### src/rtl/freqc_pkg.sv
// Shared constants and helpers for the auto-ranging frequency counter.
// Assumes four decimal digits and four decade ranges.
package freqc_pkg;
    localparam int DIGITS   = 4;
    localparam int BCD_W    = 4 * DIGITS;
    localparam int RANGES   = 4;
    localparam int RANGE_W  = 2;

    // Integer power, used at elaboration for prescale divisors.
    function automatic int unsigned ipow(input int unsigned b, input int unsigned e);
        int unsigned r;
        r = 1;
        for (int i = 0; i < int'(e); i++) r = r * b;
        return r;
    endfunction

    // Binary-to-BCD for elaboration-time limits.
    function automatic logic [BCD_W-1:0] to_bcd(input int unsigned v);
        logic [BCD_W-1:0] r;
        int unsigned t;
        r = '0;
        t = v;
        for (int i = 0; i < DIGITS; i++) begin
            r[i*4 +: 4] = 4'(t % 10);
            t = t / 10;
        end
        return r;
    endfunction

    // Decimal-point select for a range: leftmost point on range 0, none on range 3.
    function automatic logic [2:0] dp_for_range(input logic [RANGE_W-1:0] rg);
        case (rg)
            2'd0:    return 3'b100;
            2'd1:    return 3'b010;
            2'd2:    return 3'b001;
            default: return 3'b000;
        endcase
    endfunction
endpackage

### src/rtl/freqc_gate_timer.sv
// Gate timer: free-running window counter of GATE_LEN cycles.
// Flags the final cycle of each window. Assumes GATE_LEN >= 2.
module freqc_gate_timer #(
    parameter int GATE_LEN = 40000
) (
    input  logic clk,
    input  logic rst_n,
    output logic gate_last
);
    localparam int GW = $clog2(GATE_LEN);

    logic [GW-1:0] tick_q;

    assign gate_last = (tick_q == GW'(GATE_LEN - 1));

    // Advance the window position, wrapping after the last cycle.
    always_ff @(posedge clk) begin
        if (!rst_n)         tick_q <= '0;
        else if (gate_last) tick_q <= '0;
        else                tick_q <= tick_q + 1'b1;
    end
endmodule

### src/rtl/freqc_prescaler.sv
// Decade prescaler: passes one count per BASE**range input events.
// Assumes range changes only together with clr.
module freqc_prescaler
    import freqc_pkg::*;
#(
    parameter int BASE = 10
) (
    input  logic               clk,
    input  logic               rst_n,
    input  logic               clr,
    input  logic [RANGE_W-1:0] range_sel,
    input  logic               event_in,
    output logic               count_out
);
    localparam int unsigned DIV_MAX = ipow(BASE, RANGES - 1);
    localparam int PW = (DIV_MAX > 1) ? $clog2(DIV_MAX) : 1;

    logic [PW-1:0] acc_q;
    logic [PW-1:0] last_val;

    // Last accumulator value before a count is passed, per range.
    always_comb begin
        case (range_sel)
            2'd0:    last_val = PW'(ipow(BASE, 0) - 1);
            2'd1:    last_val = PW'(ipow(BASE, 1) - 1);
            2'd2:    last_val = PW'(ipow(BASE, 2) - 1);
            default: last_val = PW'(ipow(BASE, 3) - 1);
        endcase
    end

    assign count_out = event_in && (acc_q == last_val);

    // Accumulate events, wrapping when a count is passed.
    always_ff @(posedge clk) begin
        if (!rst_n || clr) acc_q <= '0;
        else if (count_out) acc_q <= '0;
        else if (event_in)  acc_q <= acc_q + 1'b1;
    end
endmodule

### src/rtl/freqc_bcd_counter.sv
// Saturating BCD counter with sticky overflow.
// Exposes its next value so a window's last count can be latched.
module freqc_bcd_counter
    import freqc_pkg::*;
#(
    parameter int FULL_SCALE = 3999
) (
    input  logic             clk,
    input  logic             rst_n,
    input  logic             clr,
    input  logic             inc,
    output logic [BCD_W-1:0] cnt_next,
    output logic             ovf_next
);
    localparam logic [BCD_W-1:0] FS_BCD = to_bcd(FULL_SCALE);

    logic [BCD_W-1:0] cnt_q;
    logic             ovf_q;
    logic [BCD_W-1:0] stepped;
    logic [DIGITS:0]  carry;
    logic             at_top;

    assign carry[0] = inc;

    for (genvar d = 0; d < DIGITS; d++) begin : g_digit
        assign carry[d+1] = carry[d] && (cnt_q[d*4 +: 4] == 4'd9);
        assign stepped[d*4 +: 4] = !carry[d] ? cnt_q[d*4 +: 4] :
                                   (cnt_q[d*4 +: 4] == 4'd9) ? 4'd0 :
                                   cnt_q[d*4 +: 4] + 4'd1;
    end

    assign at_top   = inc && (cnt_q == FS_BCD);
    assign cnt_next = at_top ? cnt_q : stepped;
    assign ovf_next = ovf_q || at_top;

    // Hold the running count; clear at each window boundary.
    always_ff @(posedge clk) begin
        if (!rst_n || clr) begin
            cnt_q <= '0;
            ovf_q <= 1'b0;
        end else begin
            cnt_q <= cnt_next;
            ovf_q <= ovf_next;
        end
    end
endmodule

### src/rtl/autorange_freq_counter.sv
// Auto-ranging gated frequency counter top.
// Counts prescaled events per window, steps range on over/under-range,
// and latches kept readings with a one-cycle strobe.
// Assumes pulse_in is already synchronous to clk.
module autorange_freq_counter
    import freqc_pkg::*;
#(
    parameter int GATE_LEN      = 40000,
    parameter int FULL_SCALE    = 3999,
    parameter int UNDER_LIMIT   = 400,
    parameter int PRESCALE_BASE = 10
) (
    input  logic             clk,
    input  logic             rst_n,
    input  logic             pulse_in,
    input  logic             hold_range,
    output logic [BCD_W-1:0] reading_bcd,
    output logic [2:0]       dp_sel,
    output logic             over_flag,
    output logic             reading_valid
);
    localparam logic [BCD_W-1:0] UL_BCD = to_bcd(UNDER_LIMIT);
    localparam logic [RANGE_W-1:0] TOP_RANGE = RANGE_W'(RANGES - 1);

    logic [RANGE_W-1:0] range_q;
    logic               gate_last;
    logic               scaled;
    logic [BCD_W-1:0]   cnt_next;
    logic               ovf_next;
    logic               go_up;
    logic               go_down;

    freqc_gate_timer #(.GATE_LEN(GATE_LEN)) u_gate (
        .clk       (clk),
        .rst_n     (rst_n),
        .gate_last (gate_last)
    );

    freqc_prescaler #(.BASE(PRESCALE_BASE)) u_pre (
        .clk       (clk),
        .rst_n     (rst_n),
        .clr       (gate_last),
        .range_sel (range_q),
        .event_in  (pulse_in),
        .count_out (scaled)
    );

    freqc_bcd_counter #(.FULL_SCALE(FULL_SCALE)) u_cnt (
        .clk      (clk),
        .rst_n    (rst_n),
        .clr      (gate_last),
        .inc      (scaled),
        .cnt_next (cnt_next),
        .ovf_next (ovf_next)
    );

    // Range decision for the window now ending.
    assign go_up   = !hold_range && ovf_next && (range_q != TOP_RANGE);
    assign go_down = !hold_range && !ovf_next && (cnt_next < UL_BCD)
                     && (range_q != '0);

    // Step the range or latch the window's reading at each boundary.
    always_ff @(posedge clk) begin
        if (!rst_n) begin
            range_q       <= '0;
            reading_bcd   <= '0;
            dp_sel        <= '0;
            over_flag     <= 1'b0;
            reading_valid <= 1'b0;
        end else begin
            reading_valid <= 1'b0;
            if (gate_last) begin
                if (go_up) begin
                    range_q <= range_q + 1'b1;
                end else if (go_down) begin
                    range_q <= range_q - 1'b1;
                end else begin
                    reading_bcd   <= ovf_next ? '0 : cnt_next;
                    over_flag     <= ovf_next;
                    dp_sel        <= dp_for_range(range_q);
                    reading_valid <= 1'b1;
                end
            end
        end
    end
endmodule

### config.mk
export PLATFORM = sky130hd
export DESIGN_NAME = autorange_freq_counter
export DESIGN_NICKNAME = d
export VERILOG_FILES = /design/src/rtl/freqc_pkg.sv /design/src/rtl/freqc_gate_timer.sv /design/src/rtl/freqc_prescaler.sv /design/src/rtl/freqc_bcd_counter.sv /design/src/rtl/autorange_freq_counter.sv
export SDC_FILE = /design/constraint.sdc
export NUM_CORES = 1
export LEC_CHECK = 0
export CAP_MARGIN = 0
export CORE_MARGIN = 2
export CORE_UTILIZATION = 40
export CTS_CLUSTER_DIAMETER = 50
export DETAILED_ROUTE_END_ITERATION = 10
export GPL_ROUTABILITY_DRIVEN = 0
export PLACE_DENSITY_LB_ADDON = 0.3
export SYNTH_ARGS = -nofsm -noshare
export SYNTH_HDL_FRONTEND = slang
export SYNTH_HIERARCHICAL = 1
export SYNTH_SLANG_ARGS = --single-unit
### constraint.sdc
create_clock -name clk -period 8.3 [get_ports clk]
set_input_delay 1.66 -clock clk [delete_from_list [all_inputs] [get_ports clk]]
set_output_delay 1.66 -clock clk [all_outputs]
set_load 0.1 [all_outputs]
## Word-level counts from Yosys, hierarchy flattened

Cells that the tools add are included.

- Register bits after elaboration: 66
- Bits in latches: 0
- Memory bits (writable): 0
- Bits in read-only memories: 0
- Bits of input ports: 4
- Output and inout port bits: 21
- Logic and storage cells: 70
- Memories: 0

- Add/sub/neg operators: 8
- $mul: 0
- Divide/modulo/power cells: 0
- Magnitude comparators: 1
- Equal/unequal tests: 10
- Shifts and indexed selects: 0
- Mux-type cells: 15
- Bitwise logic cells: 4
- Reductions and logical operators: 23

Operators with widths:

| kind | number |
|---|---|
| $mux 16 | 2 |
| $mux 4 | 8 |
| $pmux 10 s3 | 1 |
| $add 16x1->16 const B | 1 |
| $add 4x1->4 const B | 4 |
| $eq 16x14->1 const B | 1 |
| $eq 16x16->1 const B | 1 |
| $eq 4x4->1 const B | 4 |
| $lt 16x11->1 const B | 1 |
| $add 10x1->10 const B | 1 |
| $eq 10x10->1 | 1 |
| $logic_and 1x1->1 | 10 |
| $pmux 3 s3 | 1 |
| $mux 2 | 2 |
| $not 1->1 | 4 |
| $reduce_bool 2->1 | 2 |
| $reduce_or 2->1 | 2 |
| $logic_not 1->1 | 3 |
| $reduce_and 3->1 | 1 |
| $reduce_or 3->1 | 1 |
| $add 2x1->2 const B | 1 |
| $eq 2x1->1 const B | 1 |
| $eq 2x2->1 const B | 1 |
| $logic_not 2->1 | 1 |
| 5 further kinds | 6 |

## Logic depth before layout (Yosys ltp)

- Word-level depth: 14
- Mapped depth: 15
- Mapped depth without buffers: 11

## Hierarchy

The synthesis kept the hierarchy.

By module, submodules not included:

| module | instances | cells an instance | area each (µm²) | sequential area each (µm²) |
|---|---|---|---|---|
| freqc_bcd_counter | 1 | 119 | 994.7 | 340.3 |
| autorange_freq_counter | 1 | 116 | 988.4 | 460.4 |
| freqc_gate_timer | 1 | 82 | 725.7 | 320.3 |
| freqc_prescaler | 1 | 61 | 550.5 | 200.2 |

## Worst setup path before layout

Ideal clock, no wire load.

- Path kind: input port to flip-flop
- Start: input port pulse_in
- End: register reading_bcd[0]
- Setup time: 0.122 ns
- Data arrival time: 4.422 ns
- Data required time: 8.178 ns
- Slack: 3.757 ns
- Stages: 15
- Path buffers: 4
- Path through: clkbuf_1 > nor2b_1 > o21ai_0 > a211oi_4 > and3b_1 > clkbuf_1 > nand3_1 > o41ai_1 > nand3_1 > nor4_1 > a31oi_1 > buf_2 > buf_6 > nand4_1 > o21ai_0

- Longest elaborated chain between the ends: 11
- Elaborated cells between the ends (all ways): 22
- Classes of those cells: order compare (1); mux (6); bitwise (2); reduce/logical (13)

RTL lines:

| what | RTL line | RTL |
|---|---|---|
| start: declaration | autorange_freq_counter.sv:15 | `input logic pulse_in,` |
| $logic_and 1x1->1 * | freqc_prescaler.sv:31 | `assign count_out = event_in && (acc_q == last_val);` |
| net scaled | autorange_freq_counter.sv:27 | `logic scaled;` |
| $logic_and 1x1->1 (3 in a row) | freqc_bcd_counter.sv:26 | `assign carry[d+1] = carry[d] && (cnt_q[d*4 +: 4] == 4'd9);` |
| $mux 4 | freqc_bcd_counter.sv:27 | `assign stepped[d*4 +: 4] = !carry[d] ? cnt_q[d*4 +: 4] :` |
| $mux 16 * | freqc_bcd_counter.sv:33 | `assign cnt_next = at_top ? cnt_q : stepped;` |
| net cnt_next[15] | autorange_freq_counter.sv:28 | `logic [BCD_W-1:0] cnt_next;` |
| $lt 16x11->1 * | autorange_freq_counter.sv:59 | `assign go_down = !hold_range && !ovf_next && (cnt_next < UL_BCD)` |
| $logic_and 1x1->1 * | autorange_freq_counter.sv:59 |  |
| $logic_and 1x1->1 * | autorange_freq_counter.sv:60 | `&& (range_q != '0);` |
| $not 1->1 (no line) * | n/a |  |
| $reduce_and 3->1 (no line) * | n/a |  |
| end signal: assignment | autorange_freq_counter.sv:78 | `reading_bcd <= ovf_next ? '0 : cnt_next;` |
| end: declaration | autorange_freq_counter.sv:17 | `output logic [BCD_W-1:0] reading_bcd,` |

Mark *: on every way through the listed nets, which the timed path passes. The rest lies on a longest branch.
A chain may end at the register's enable or synchronous reset.

## Worst setup path in the final report

- Start: input port pulse_in
- End: register dp_sel[0]

- Longest elaborated chain between the ends: 11
- Elaborated cells between the ends (all ways): 21
- Classes of those cells: order compare (1); mux (5); bitwise (2); reduce/logical (13)

RTL lines:

| what | RTL line | RTL |
|---|---|---|
| $logic_and 1x1->1 * | freqc_prescaler.sv:31 |  |
| net scaled | autorange_freq_counter.sv:27 |  |
| $logic_and 1x1->1 (3 in a row) | freqc_bcd_counter.sv:26 |  |
| $mux 4 | freqc_bcd_counter.sv:27 |  |
| $mux 16 * | freqc_bcd_counter.sv:33 |  |
| net cnt_next[13] | autorange_freq_counter.sv:28 |  |
| $lt 16x11->1 * | autorange_freq_counter.sv:59 |  |
| $logic_and 1x1->1 * | autorange_freq_counter.sv:59 |  |
| $logic_and 1x1->1 * | autorange_freq_counter.sv:60 |  |
| $not 1->1 (no line) * | n/a |  |
| $reduce_and 3->1 (no line) * | n/a |  |
| end signal: assignment | autorange_freq_counter.sv:80 | `dp_sel <= dp_for_range(range_q);` |
| end: declaration | autorange_freq_counter.sv:18 | `output logic [2:0] dp_sel,` |

Marks and branches as above.

==> impl_metrics.py <==
metrics = {
    "cts": {
        "clk_pin_slew_worst_paths_ns": 0.07,
        "cts_resized": 0,
        "ctsHoldBuffers": 0,
        "root_buffer": "clkbuf_8",
        "numCtsBuffers": 9,
        "cts_buffer_depth": 2,
        "clock_sinks": 66,
        "cts_tree": "yes",
        "cts_setup_buffers": 0,
        "clock_latency_ns": 0.34,
        "cts_max_level": 3,
    },
    "sta": {
        "min_period_over_period": 0.659,
        "finalCriticalPeriod_ns": 5.47,
        "fmax_mhz": 183,
        "slew_violations": 0,
        "tns_ns": 0,
        "relSlewSlack": 0.346,
        "setup_viol": 0,
        "fin_skew_ns": 0.00826,
        "rsz0062_at_grt": "no",
        "worst_slew_pin_slew_ns": 0.979,
        "finalHoldViolations": 0,
    },
    "logic_synthesis": {
        "synthArstFlopShare": 0,
        "synth_edf_count": 0,
        "synthFlopType": "dfxtp_1",
        "synthesis.nets": 388,
        "ys_seq_area_frac": 0.405,
        "syn-mean-instance-area_um2": 8.62,
        "synth_seq_cells": 66,
        "syn-instance-count": 378,
        "synth.cell_area_um2": 3260,
        "synth_warnings": 6,
        "ys_types": 57,
    },
    "worst_setup_path": {
        "worstPathCellList": "clkdlybuf4s50_1 -> nor2b_1 -> o21ai_0 -> a211oi_4 -> nand3b_1 -> nor4_2 -> a21oi_1 -> a31oi_1 -> nor3_1 -> a31oi_1 -> and2_4 -> mux2i_1",
        "worst-path-max-fanout": 20,
        "end_kind": "flip-flop",
        "cp_data_arrival_time_ns": 5.75,
        "cp.required_ns": 8.58,
        "crit_top_cell": "a31oi_1",
        "crit_type": "input port to flip-flop",
        "critical_path.slowest_cell": "a31oi_1",
        "critPathMaxStageDelay_ns": 0.63,
        "start_kind": "input port",
    },
    "grt": {
        "grtUsageTotal": 0.173,
        "grt.overflow.total": 0,
        "antenna_found_initial": 0,
        "grt_pass1_wl_mm": 12.1,
        "grt_pass1_vias": 2505,
        "grt_start_max_net_pins": 35,
    },
    "flow_run": {
        "drv_cap": 0,
    },
    "die": {
        "die_x_um": 94.3,
        "core_um2": 7810,
        "start_util": 0.417,
        "row_count": 32,
        "die-area_um2": 8890,
        "ios": 25,
        "fp.dieH_um": 94.3,
    },
    "detailed_routing": {
        "num_vias": 2725,
        "first_pass_iters": 4,
        "antenna_left": 0,
        "wl_per_cell_um": 14.0,
        "detail_route.vias_per_cell": 5.42,
        "wirelength_mm": 7.02,
        "drc": 0,
        "dr.first_iter.drc_count": 154,
    },
    "final_layout": {
        "drive_above_1_share": 0.0873,
        "stdcell_area_um2": 3760,
        "syn2layout_area_growth_pct": 15.5,
        "n_antenna_cell": 0,
        "fin_util": 0.482,
        "nets": 406,
        "fillerInstances": 748,
        "final_common_cell": "dfxtp_1",
        "final_cell_mix": "66 x dfxtp_1, 40 x nand2_1, 32 x nor2_1",
    },
    "pwr": {
        "p_leak_nw": 1.26,
        "pwr_density_cell_nw_per_um2": 172,
        "peakVddDrop_v": 0.000105,
    },
    "placed_design": {
        "dp_hpwl_mm": 4.95,
        "placed_cell_area_um2": 3540,
        "io_buffer_count": 24,
    },
    "hold_path": {
        "hold_class": "flip-flop to flip-flop",
    },
    "run_status": {
        "status": "completed",
    },
}
-- area by class of cell --
| type | instances | area [µm²] | share of cell area |
|---|---|---|---|
| Multi-Input combinational cell | 279 | 1780 | 0.472 |
| Sequential cell | 66 | 1320 | 0.351 |
| Timing Repair Buffer | 27 | 263 | 0.0698 |
| Clock buffer | 10 | 138 | 0.0366 |
| Tap cell | 102 | 128 | 0.0339 |
| Clock inverter | 6 | 88.8 | 0.0236 |
| Inverter | 13 | 48.8 | 0.0130 |
-- report_power, final --
part           switching (mW)  total, mW  internal, mW
Clock                   0.125      0.303         0.178
Combinational          0.0153     0.0231       0.00779
Sequential            0.00323      0.322         0.319
Total                   0.144      0.648         0.505
-- layer usage --
layer	track usage	up-vias	share of wire
met5	0	-	0
met4	0.0495	0	0.011
met3	0.0618	6	0.037
met2	0.268	53	0.47
met1	0.227	1290	0.48
li1	-	1376	-
-- cell families after synthesis --
logic type	count (synthesis)	share of synthesized area
multiplexers	10	0.0319
adder cells (fa/ha/maj)	6	0.0230
buffers and inverters	33	0.0511
flip-flops	66	0.405
AO/OA/AOI/OAI	50	0.104
AND/OR/NAND/NOR	186	0.312
XOR/XNOR	27	0.0726
-- path summary, 6_finish.rpt --
path / from / to / slack, ns / cells past startpoint
max reg2reg: range_q[1] / dp_sel[0] / 3.87 / 11
min reg2reg: reading_bcd[6] / reading_bcd[6] / 0.46 / 2
min: reading_bcd[6] / reading_bcd[6] / 0.46 / 2
max: pulse_in / dp_sel[0] / 2.83 / 12
-- worst max-delay path, delay by kind of cell --
family	cells	cell delay (ns)
multiplexers	1	0.21
buffers and inverters	1	0.61
AO/OA/AOI/OAI	5	1.70
AND/OR/NAND/NOR	5	1.54
-- synthesized netlist by cell type (5+ instances only) --
cell type | instances | share of area
o21ai_1 | 8 | 0.012
o21ai_0 | 15 | 0.023
nand3_1 | 10 | 0.015
ha_1 | 6 | 0.023
buf_6 | 5 | 0.017
nand2_1 | 40 | 0.046
nand4_1 | 29 | 0.056
nor2b_1 | 15 | 0.029
dfxtp_1 | 66 | 0.41
a21oi_1 | 6 | 0.0092
mux2i_1 | 7 | 0.021
xor2_1 | 7 | 0.019
xnor2_1 | 20 | 0.054
nor2_1 | 32 | 0.037
nor3_1 | 19 | 0.029
clkbuf_1 | 10 | 0.012
nor4_1 | 8 | 0.015
inv_1 | 13 | 0.015
-- flip-flops by register name (all words and copies together) (netlist names) --
| signal | count |
|---|---|
| reading_bcd | 16 |
| u_cnt/cnt_q | 16 |
| u_gate/tick_q | 16 |
| u_pre/acc_q | 10 |
| dp_sel | 3 |
| range_q | 2 |
| over_flag | 1 |
| reading_valid | 1 |
| u_cnt/ovf_q | 1 |
-- stage by stage --
stage                     power, mW  setup WS (ns)  hold slack [ns]  instances
final                         0.648           2.83            0.456        503
after global routing          0.676           2.44            0.482        503
after CTS                     0.657           2.90            0.461        503
after detailed placement      0.353           2.53            0.448        487
after global placement        0.352           2.72            0.443        487
after floorplan               0.347           3.76            0.430        378
Power figures use the tool's default switching activity.
